`src/rtl/intc_pkg.sv`:
```
package intc_pkg;

  localparam int ADDR_W = 16;

  typedef enum logic [1:0] {
    SRC_UNUSED,
    SRC_LEVEL,
    SRC_LATCH
  } src_kind_e;

  // How each source number behaves.
  function automatic src_kind_e kind_of(input int n);
    case (n)
      1, 3, 4, 8, 9, 10, 11, 14, 15, 16: kind_of = SRC_LATCH;
      5, 6, 7, 12, 13, 17, 18, 28, 29, 32: kind_of = SRC_LEVEL;
      default: kind_of = SRC_UNUSED;
    endcase
  endfunction

  // Sources that feed the fast request line.
  function automatic logic is_fast(input int n);
    is_fast = (n == 1) || (n == 3) || (n == 32);
  endfunction

  // Per-source clear address; only meaningful for latched sources.
  function automatic logic [ADDR_W-1:0] clear_addr_of(input int n);
    case (n)
      1:  clear_addr_of = 16'h0600;
      3:  clear_addr_of = 16'h0640;
      4:  clear_addr_of = 16'h07C0;
      8:  clear_addr_of = 16'h06C0;
      9:  clear_addr_of = 16'h0700;
      10: clear_addr_of = 16'h0740;
      11: clear_addr_of = 16'h0680;
      14: clear_addr_of = 16'h0780;
      15: clear_addr_of = 16'h1600;
      16: clear_addr_of = 16'h1700;
      default: clear_addr_of = '0;
    endcase
  endfunction

  function automatic logic [ADDR_W-1:0] stat_addr_of(input int b);
    stat_addr_of = 16'h0240 | ADDR_W'(b << 12);
  endfunction

  function automatic logic [ADDR_W-1:0] mask_addr_of(input int b);
    mask_addr_of = 16'h0280 | ADDR_W'(b << 12);
  endfunction

  // Bit map of implemented sources (up to 64 bit positions).
  function automatic logic [63:0] impl_map(input int nsrc);
    impl_map = '0;
    for (int i = 0; i < 64; i++)
      if (i < nsrc && kind_of(i) != SRC_UNUSED) impl_map[i] = 1'b1;
  endfunction

  // Bit map of implemented fast sources.
  function automatic logic [63:0] fast_map(input int nsrc);
    fast_map = '0;
    for (int i = 0; i < 64; i++)
      if (i < nsrc && is_fast(i)) fast_map[i] = 1'b1;
  endfunction

endpackage

```
`src/rtl/intc_src_cell.sv`:
```
module intc_src_cell #(
  parameter bit IS_LATCH = 1'b0
) (
  input  logic clk,
  input  logic rst_n,
  input  logic src_i,
  input  logic clr_i,
  output logic status_o
);

  logic samp_q;
  logic hold_q;
  logic rise_w;
  logic hold_d;

  // Rising edge: high now, low at the previous edge.
  assign rise_w = src_i & ~samp_q;
  // Set has priority over a clear in the same cycle.
  assign hold_d = IS_LATCH ? (rise_w | (hold_q & ~clr_i)) : src_i;

  always_ff @(posedge clk) begin
    if (!rst_n) begin
      samp_q <= 1'b0;
      hold_q <= 1'b0;
    end else begin
      samp_q <= src_i;
      hold_q <= hold_d;
    end
  end

  assign status_o = hold_q;

  generate
    if (IS_LATCH) begin : g_latch_chk
      AST_EDGE_SETS: assert property (@(posedge clk) disable iff (!rst_n)
        (src_i && !samp_q) |=> status_o);
      AST_HOLD_UNTIL_CLEAR: assert property (@(posedge clk) disable iff (!rst_n)
        (status_o && !clr_i) |=> status_o);
      AST_CLEAR_DROPS: assert property (@(posedge clk) disable iff (!rst_n)
        (clr_i && !(src_i && !samp_q)) |=> !status_o);
      AST_SET_WINS: assert property (@(posedge clk) disable iff (!rst_n)
        (clr_i && src_i && !samp_q) |=> status_o);
    end else begin : g_level_chk
      AST_LEVEL_TRACK: assert property (@(posedge clk) disable iff (!rst_n)
        $past(rst_n) |-> (status_o == $past(src_i)));
    end
  endgenerate

endmodule

```
`src/rtl/intc_mask_bank.sv`:
```
module intc_mask_bank #(
  parameter int BANK_W = 16
) (
  input  logic              clk,
  input  logic              rst_n,
  input  logic              wr_en,
  input  logic [BANK_W-1:0] wdata,
  output logic [BANK_W-1:0] mask_o
);

  logic [BANK_W-1:0] mask_q;

  always_ff @(posedge clk) begin
    if (!rst_n) mask_q <= '0;
    else if (wr_en) mask_q <= wdata;
  end

  assign mask_o = mask_q;

  AST_MASK_LOADS: assert property (@(posedge clk) disable iff (!rst_n)
    wr_en |=> (mask_o == $past(wdata)));
  AST_MASK_KEEPS: assert property (@(posedge clk) disable iff (!rst_n)
    !wr_en |=> $stable(mask_o));

endmodule

```
`src/rtl/intc_regif.sv`:
```
module intc_regif
  import intc_pkg::*;
#(
  parameter int NUM_SRC  = 33,
  parameter int BANK_W   = 16,
  parameter int NUM_BANK = 3,
  localparam int TOT_W   = NUM_BANK * BANK_W
) (
  input  logic              clk,
  input  logic              rst_n,
  input  logic              bus_sel,
  input  logic              bus_we,
  input  logic [ADDR_W-1:0] bus_addr,
  input  logic [TOT_W-1:0]  status_i,
  input  logic [TOT_W-1:0]  mask_i,
  output logic [NUM_BANK-1:0] mask_wr_o,
  output logic [NUM_SRC-1:0]  clr_o,
  output logic [BANK_W-1:0]   rdata_o
);

  logic wr_w;
  assign wr_w = bus_sel & bus_we;

  // Mask write strobes, one per bank.
  for (genvar b = 0; b < NUM_BANK; b++) begin : g_mask_dec
    assign mask_wr_o[b] = wr_w && (bus_addr == mask_addr_of(b));
  end

  // Clear strobes, only for latched sources.
  for (genvar n = 0; n < NUM_SRC; n++) begin : g_clr_dec
    if (kind_of(n) == SRC_LATCH) begin : g_has
      assign clr_o[n] = wr_w && (bus_addr == clear_addr_of(n));
    end else begin : g_none
      assign clr_o[n] = 1'b0;
    end
  end

  // Read mux; unmapped addresses return zero.
  always_comb begin
    rdata_o = '0;
    for (int b = 0; b < NUM_BANK; b++) begin
      if (bus_addr == stat_addr_of(b)) rdata_o = status_i[b*BANK_W +: BANK_W];
      if (bus_addr == mask_addr_of(b)) rdata_o = mask_i[b*BANK_W +: BANK_W];
    end
  end

  AST_ONE_TARGET: assert property (@(posedge clk) disable iff (!rst_n)
    $onehot0({mask_wr_o, clr_o}));

endmodule

```
`src/rtl/intc_out_stage.sv`:
```
module intc_out_stage #(
  parameter int             TOT_W    = 48,
  parameter logic [TOT_W-1:0] FAST_MAP = '0
) (
  input  logic             clk,
  input  logic             rst_n,
  input  logic [TOT_W-1:0] status_i,
  input  logic [TOT_W-1:0] mask_i,
  output logic             irq_o,
  output logic             fiq_o
);

  logic [TOT_W-1:0] live_w;
  logic             irq_d;
  logic             fiq_d;

  assign live_w = status_i & mask_i;
  assign irq_d  = |(live_w & ~FAST_MAP);
  assign fiq_d  = |(live_w & FAST_MAP);

  always_ff @(posedge clk) begin
    if (!rst_n) begin
      irq_o <= 1'b0;
      fiq_o <= 1'b0;
    end else begin
      irq_o <= irq_d;
      fiq_o <= fiq_d;
    end
  end

  AST_QUIET_WHEN_MASKED: assert property (@(posedge clk) disable iff (!rst_n)
    ($past(mask_i) == '0) |-> (!irq_o && !fiq_o));
  AST_IRQ_NEEDS_ENABLE: assert property (@(posedge clk) disable iff (!rst_n)
    irq_o |-> $past(|(mask_i & ~FAST_MAP)));
  AST_FIQ_FROM_FAST: assert property (@(posedge clk) disable iff (!rst_n)
    fiq_o |-> $past(|(status_i & FAST_MAP)));

endmodule

```
`src/rtl/banked_intc.sv`:
```
module banked_intc
  import intc_pkg::*;
#(
  parameter int NUM_SRC  = 33,
  parameter int BANK_W   = 16,
  parameter int NUM_BANK = 3
) (
  input  logic                clk,
  input  logic                rst_n,
  input  logic [NUM_SRC-1:0]  src_i,
  input  logic                bus_sel,
  input  logic                bus_we,
  input  logic [ADDR_W-1:0]   bus_addr,
  input  logic [BANK_W-1:0]   bus_wdata,
  output logic [BANK_W-1:0]   bus_rdata,
  output logic                irq_o,
  output logic                fiq_o
);

  localparam int          TOT_W    = NUM_BANK * BANK_W;
  localparam logic [63:0] IMPL_ALL = impl_map(NUM_SRC);
  localparam logic [63:0] FAST_ALL = fast_map(NUM_SRC);
  localparam logic [TOT_W-1:0] IMPL_MAP = IMPL_ALL[TOT_W-1:0];
  localparam logic [TOT_W-1:0] FAST_MAP = FAST_ALL[TOT_W-1:0];

  logic [TOT_W-1:0]    raw_st;
  logic [TOT_W-1:0]    status_v;
  logic [TOT_W-1:0]    mask_v;
  logic [NUM_SRC-1:0]  clr_v;
  logic [NUM_BANK-1:0] mask_wr;

  // One cell per bit position; unimplemented ones are cut off by IMPL_MAP
  // and their flops fall away in synthesis.
  for (genvar n = 0; n < TOT_W; n++) begin : g_src
    if (n < NUM_SRC) begin : g_cell
      intc_src_cell #(
        .IS_LATCH(kind_of(n) == SRC_LATCH)
      ) u_cell (
        .clk     (clk),
        .rst_n   (rst_n),
        .src_i   (src_i[n]),
        .clr_i   (clr_v[n]),
        .status_o(raw_st[n])
      );
    end else begin : g_pad
      assign raw_st[n] = 1'b0;
    end
  end

  assign status_v = raw_st & IMPL_MAP;

  for (genvar b = 0; b < NUM_BANK; b++) begin : g_bank
    intc_mask_bank #(
      .BANK_W(BANK_W)
    ) u_mask (
      .clk   (clk),
      .rst_n (rst_n),
      .wr_en (mask_wr[b]),
      .wdata (bus_wdata),
      .mask_o(mask_v[b*BANK_W +: BANK_W])
    );
  end

  intc_regif #(
    .NUM_SRC (NUM_SRC),
    .BANK_W  (BANK_W),
    .NUM_BANK(NUM_BANK)
  ) u_regif (
    .clk      (clk),
    .rst_n    (rst_n),
    .bus_sel  (bus_sel),
    .bus_we   (bus_we),
    .bus_addr (bus_addr),
    .status_i (status_v),
    .mask_i   (mask_v),
    .mask_wr_o(mask_wr),
    .clr_o    (clr_v),
    .rdata_o  (bus_rdata)
  );

  intc_out_stage #(
    .TOT_W   (TOT_W),
    .FAST_MAP(FAST_MAP)
  ) u_out (
    .clk     (clk),
    .rst_n   (rst_n),
    .status_i(status_v),
    .mask_i  (mask_v),
    .irq_o   (irq_o),
    .fiq_o   (fiq_o)
  );

endmodule

```
`config.mk`:
```
export PLATFORM = sky130hd
export DESIGN_NAME = banked_intc
export DESIGN_NICKNAME = d
export VERILOG_FILES = /design/src/rtl/intc_pkg.sv /design/src/rtl/intc_src_cell.sv /design/src/rtl/intc_mask_bank.sv /design/src/rtl/intc_regif.sv /design/src/rtl/intc_out_stage.sv /design/src/rtl/banked_intc.sv
export SDC_FILE = /design/constraint.sdc
export NUM_CORES = 1
export LEC_CHECK = 0
export BUFFER_PORTS_ARGS = -buffer_cell sky130_fd_sc_hd__buf_2
export CORE_MARGIN = 2
export CORE_UTILIZATION = 50
export DETAILED_ROUTE_END_ITERATION = 8
export GPL_TIMING_DRIVEN = 0
export PLACE_DENSITY = 0.82
export SLEW_MARGIN = 10
export SYNTH_ARGS = -nofsm -noshare
export SYNTH_HDL_FRONTEND = slang
export SYNTH_HIERARCHICAL = 1
export SYNTH_SLANG_ARGS = --single-unit
export TNS_END_PERCENT = 20
```
`constraint.sdc`:
```
create_clock -name clk -period 4.3 [get_ports clk]
set_clock_uncertainty 0.1 [all_clocks]
set_input_delay 0.43 -clock clk [delete_from_list [all_inputs] [get_ports clk]]
set_output_delay 0.43 -clock clk [all_outputs]
set_load 0.05 [all_outputs]
```
### Word level (Yosys, flattened, before mapping)

Cells that the tools add are included.

| operators by class | value |
|---|---|
| equal/unequal tests | 16 |
| bitwise logic cells | 52 |
| reduce and logical (&&, ||, !) cells | 15 |
| muxes and demuxes | 6 |

Operators by type and width:

| cell | number |
|---|---|
| 16-bit by 11-bit == test with 1-bit output (second input constant) | 8 |
| 16-bit 2-to-1 mux | 6 |
| 16-bit by 13-bit == test with 1-bit output (second input constant) | 4 |
| 33-bit by 48-bit bitwise AND with 48-bit output | 1 |
| 45-bit OR reduction | 1 |
| 16-bit by 10-bit == test with 1-bit output (second input constant) | 2 |
| 16-bit by 14-bit == test with 1-bit output (second input constant) | 2 |
| 1-bit bitwise AND | 21 |
| 1-bit inverter | 20 |
| 1-bit logical AND | 13 |
| 1-bit bitwise OR | 10 |
| 3-bit OR reduction | 1 |

| word-level totals | value |
|---|---|
| logic and storage cells | 124 |
| bits in registers | 80 |

### Longest topological paths before layout

| depth | value |
|---|---|
| depth after elaboration | 7 |
| mapped depth | 10 |
| depth with buffers taken out | 7 |

### Modules after synthesis

Netlist, hierarchy kept.

Modules (own cells, without submodules):

| module | instances | cells an instance | area each (sq um) |
|---|---|---|---|
| intc_mask_bank | 3 | 51 | 615.6 |
| intc_regif | 1 | 216 | 1,313.8 |
| intc_src_cell (g_src[10].g_cell.u_cell ...) | 10 | 6 | 70.1 |
| intc_out_stage | 1 | 30 | 301.5 |
| intc_src_cell (g_src[12].g_cell.u_cell ...) | 10 | 2 | 26.3 |
| banked_intc | 1 | 1 | 3.8 |

### Worst setup path before layout

OpenSTA, ideal clock, no wires.

| timing | value |
|---|---|
| path type | in2out |
| start point | in bus_addr[8] |
| end point | out bus_rdata[12] |
| arrival time | 2.479 ns |
| slack | 1.291 ns |
| buffers on the path | 2 |
| required time | 3.770 ns |
| stages on the path | 6 |
| cells stage by stage | or4b_4 > or2_1 > buf_2 > buf_2 > a21o_1 > a21oi_1 |

| between the ends | value |
|---|---|
| cells in the longest elaborated chain, start to end | 7 |
| elaborated cells between the ends (all ways) | 12 |
| classes of those cells | eq/ne (6); mux (6) |

RTL lines:

| what | line | source |
|---|---|---|
| start, declared | banked_intc.sv:13 | `input logic [ADDR_W-1:0] bus_addr,` |
| 16-bit by 10-bit == test with 1-bit output | intc_regif.sv:42 | `if (bus_addr == stat_addr_of(b)) rdata_o = status_i[b*BANK_W +: BANK_W];` |
| 16-bit 2-to-1 mux | intc_regif.sv:42 |  |
| 16-bit 2-to-1 mux | intc_regif.sv:43 | `if (bus_addr == mask_addr_of(b)) rdata_o = mask_i[b*BANK_W +: BANK_W];` |
| 16-bit 2-to-1 mux | intc_regif.sv:42 |  |
| 16-bit 2-to-1 mux | intc_regif.sv:43 |  |
| 16-bit 2-to-1 mux | intc_regif.sv:42 |  |
| 16-bit 2-to-1 mux (*) | intc_regif.sv:43 |  |
| end, declared | banked_intc.sv:15 | `output logic [BANK_W-1:0] bus_rdata,` |

Every way passes the cells marked *; elsewhere a longest branch is shown, timed or not.

### Final worst setup path

| timing | value |
|---|---|
| start point | in bus_addr[15] |
| end point | out bus_rdata[1] |

Same word-level chain as after synthesis.

==> impl_metrics.toml <==
[drt]
firstDrtPassIters = 5
ant_nets = 0
via_count = 3959
wl_per_cell_um = 17.1
vias_per_cell = 5.62
wl_um = 12100
drtIter0Drc = 374
drc_errors = 0

[pwr]
power_leakage_nw = 1.90
powerDensity_nw_per_um2 = 279
max-vdd-ir-drop_mv = 0.216
totalPowerFinal_w = 0.00144

[critical_path]
regToRegSetupSlack_ns = 2.69
path_cells = "buf_2 > nor4b_1 > nand3_1 > clkbuf_1 > a21o_1 > a21oi_1 > buf_2"
crit_family = "simple AND/OR/NAND/NOR gates"
reg2reg_depth = 4
end_kind = "output port"
critPathMaxStageDelay_ns = 0.67
cp_max_fo = 10
worstReg2RegStart = "g_src[13].g_cell.u_cell/status_o"
crit_path_start = "bus_addr[15]"
critPathSlowestCell = "nor4b_1"
worst-path-buf-inv = 3
required_ns = 3.77
endpoint = "bus_rdata[1]"
cp-start-kind = "input pin"
worstReg2RegEnd = "u_out/irq_o"
path_class = "in -> out"
cp.arrival_ns = 2.78
crit_cells = 7
critPathMostFrequentCell = "buf_2"

[final_layout]
fin_nets = 664
design_area_um2 = 5150
drive_gt1_frac = 0.218
antenna_cells = 0
nFillCells = 693
area_delta_synth_final_pct = 21.1
utilization = 0.627

[floorplan]
start_util = 0.518
placementRows = 33
fp.coreArea_um2 = 8220
die_w_um = 96.2
die_area_um2 = 9260
ioPinCount = 87
dieHeight_um = 96.2

[grt]
grt_pass1_wl_um = 19200
antenna_found_initial = 0
grt-ovfl-total = 0
grt_use_total = 0.275
grt_max_degree = 54
grt_pass1_vias = 3824

[job]
maxCapViolations = 0

[timing]
fin_setup_tns_ns = 0
relSlewSlack = 0.498
max_freq_mhz = 302
hold_viol_final = 0
setup_slack_ns = 0.989
tightest_slew_ns = 0.743
min_period_ns = 3.31
drv_slew = 0
setup_viol = 0
fin_crit_sh = 0.770
rsz0062_at_grt = "false"

[clock_tree]
cts.repair.resized = 0
cts-hold-fix-buffers = 0
cts_tree = "yes"
cts_setup_buffers = 0
cts.htree.levels = 3
clk_path_buf_depth = 2
clkLatencyLatePin_ns = 0.36
clk_pin_slew_ns = 0.09
numCtsBuffers = 9
clockRootBuffer = "clkbuf_8"
cts_num_sinks = 80

[placement]
dpl-instance-area_um2 = 4960
port-buffer-count = 73
hpwlAfterDp_um = 8780
gp_congestion = 0.956
dp_worst_setup_slack_ns = 0.998

[synthesis]
syn-instance-count = 456
syn_area_um2 = 4250
syn_area_per_cell_um2 = 9.33
yosysWarningCount = 6

[status]
outcome = "complete, no violations"

[worst_hold_path]
hp-class = "in -> reg"
per-layer routing:
layer	share of wire	global-route usage
met5	0	0
met4	0.025	0.0917
met3	0.094	0.0611
met2	0.47	0.457
met1	0.41	0.353
metrics by stage:
stage	cells	hold WS, ns
2_1_floorplan	511	0.364
3_3_place_gp	689	0.387
3_5_place_dp	689	0.391
4_1_cts	705	0.158
5_1_grt	705	0.159
6_report	705	0.165
placed cells by master (no fill, tap or decap), types with 2 or more instances in the layout:
cell,n
a21boi_2,10
a21o_1,15
a21oi_1,31
a221oi_1,6
a221oi_2,4
a222oi_1,2
a22o_1,11
a22oi_1,16
and2_1,20
buf_12,3
buf_2,79
buf_6,4
clkbuf_1,13
clkbuf_8,9
conb_1,56
dfxtp_1,80
inv_6,4
mux2i_1,48
nand2_1,22
nand2b_1,24
nand3_1,3
nand4_1,4
nor2_1,27
nor2b_1,52
nor3_1,3
o211ai_1,6
o211ai_2,9
o21ai_0,4
o22ai_1,15
or2_1,3
state kept, by name, indices dropped and copies added, names as in the netlist:
register / count
g_src.g_cell.u_cell/status_o: 20
g_src.g_cell.u_cell/samp_q: 10
g_bank.u_mask/mask_o: 48
u_out/irq_o: 1
u_out/fiq_o: 1
worst min path at each step:
stage,start,to,slack (ns),depth (start not counted)
5_1_grt,src_i[6],g_src[6].g_cell.u_cell/status_o,0.16,2
3_5_place_dp,g_src[4].g_cell.u_cell/samp_q,g_src[4].g_cell.u_cell/status_o,0.39,2
4_1_cts,src_i[32],g_src[32].g_cell.u_cell/status_o,0.16,2
3_3_place_gp,g_src[10].g_cell.u_cell/samp_q,g_src[10].g_cell.u_cell/status_o,0.39,2
2_1_floorplan,g_src[10].g_cell.u_cell/status_o,g_src[10].g_cell.u_cell/status_o,0.36,2
6_report,src_i[32],g_src[32].g_cell.u_cell/status_o,0.17,2
final cells by class:
type | instances | area [um2] | share of cell area
Clock buffer | 9 | 124 | 0.0240
Buffer | 27 | 191 | 0.0372
Clock inverter | 7 | 71.3 | 0.0138
Timing Repair Buffer | 73 | 365 | 0.0709
Inverter | 1 | 3.75 | 0.000729
Sequential cell | 80 | 1600 | 0.311
Tap cell | 105 | 131 | 0.0255
Multi-Input combinational cell | 403 | 2660 | 0.517
report_power, final:
| part | internal, W | switching [W] | leakage (nW) |
|---|---|---|---|
| Clock | 0.000228 | 0.000317 | 0.0999 |
| Sequential | 0.000758 | 0.0000141 | 0.653 |
| Combinational | 0.0000522 | 0.0000696 | 1.15 |
| Total | 0.00104 | 0.000401 | 1.90 |
Note: power is estimated with default switching activity, not from simulation.
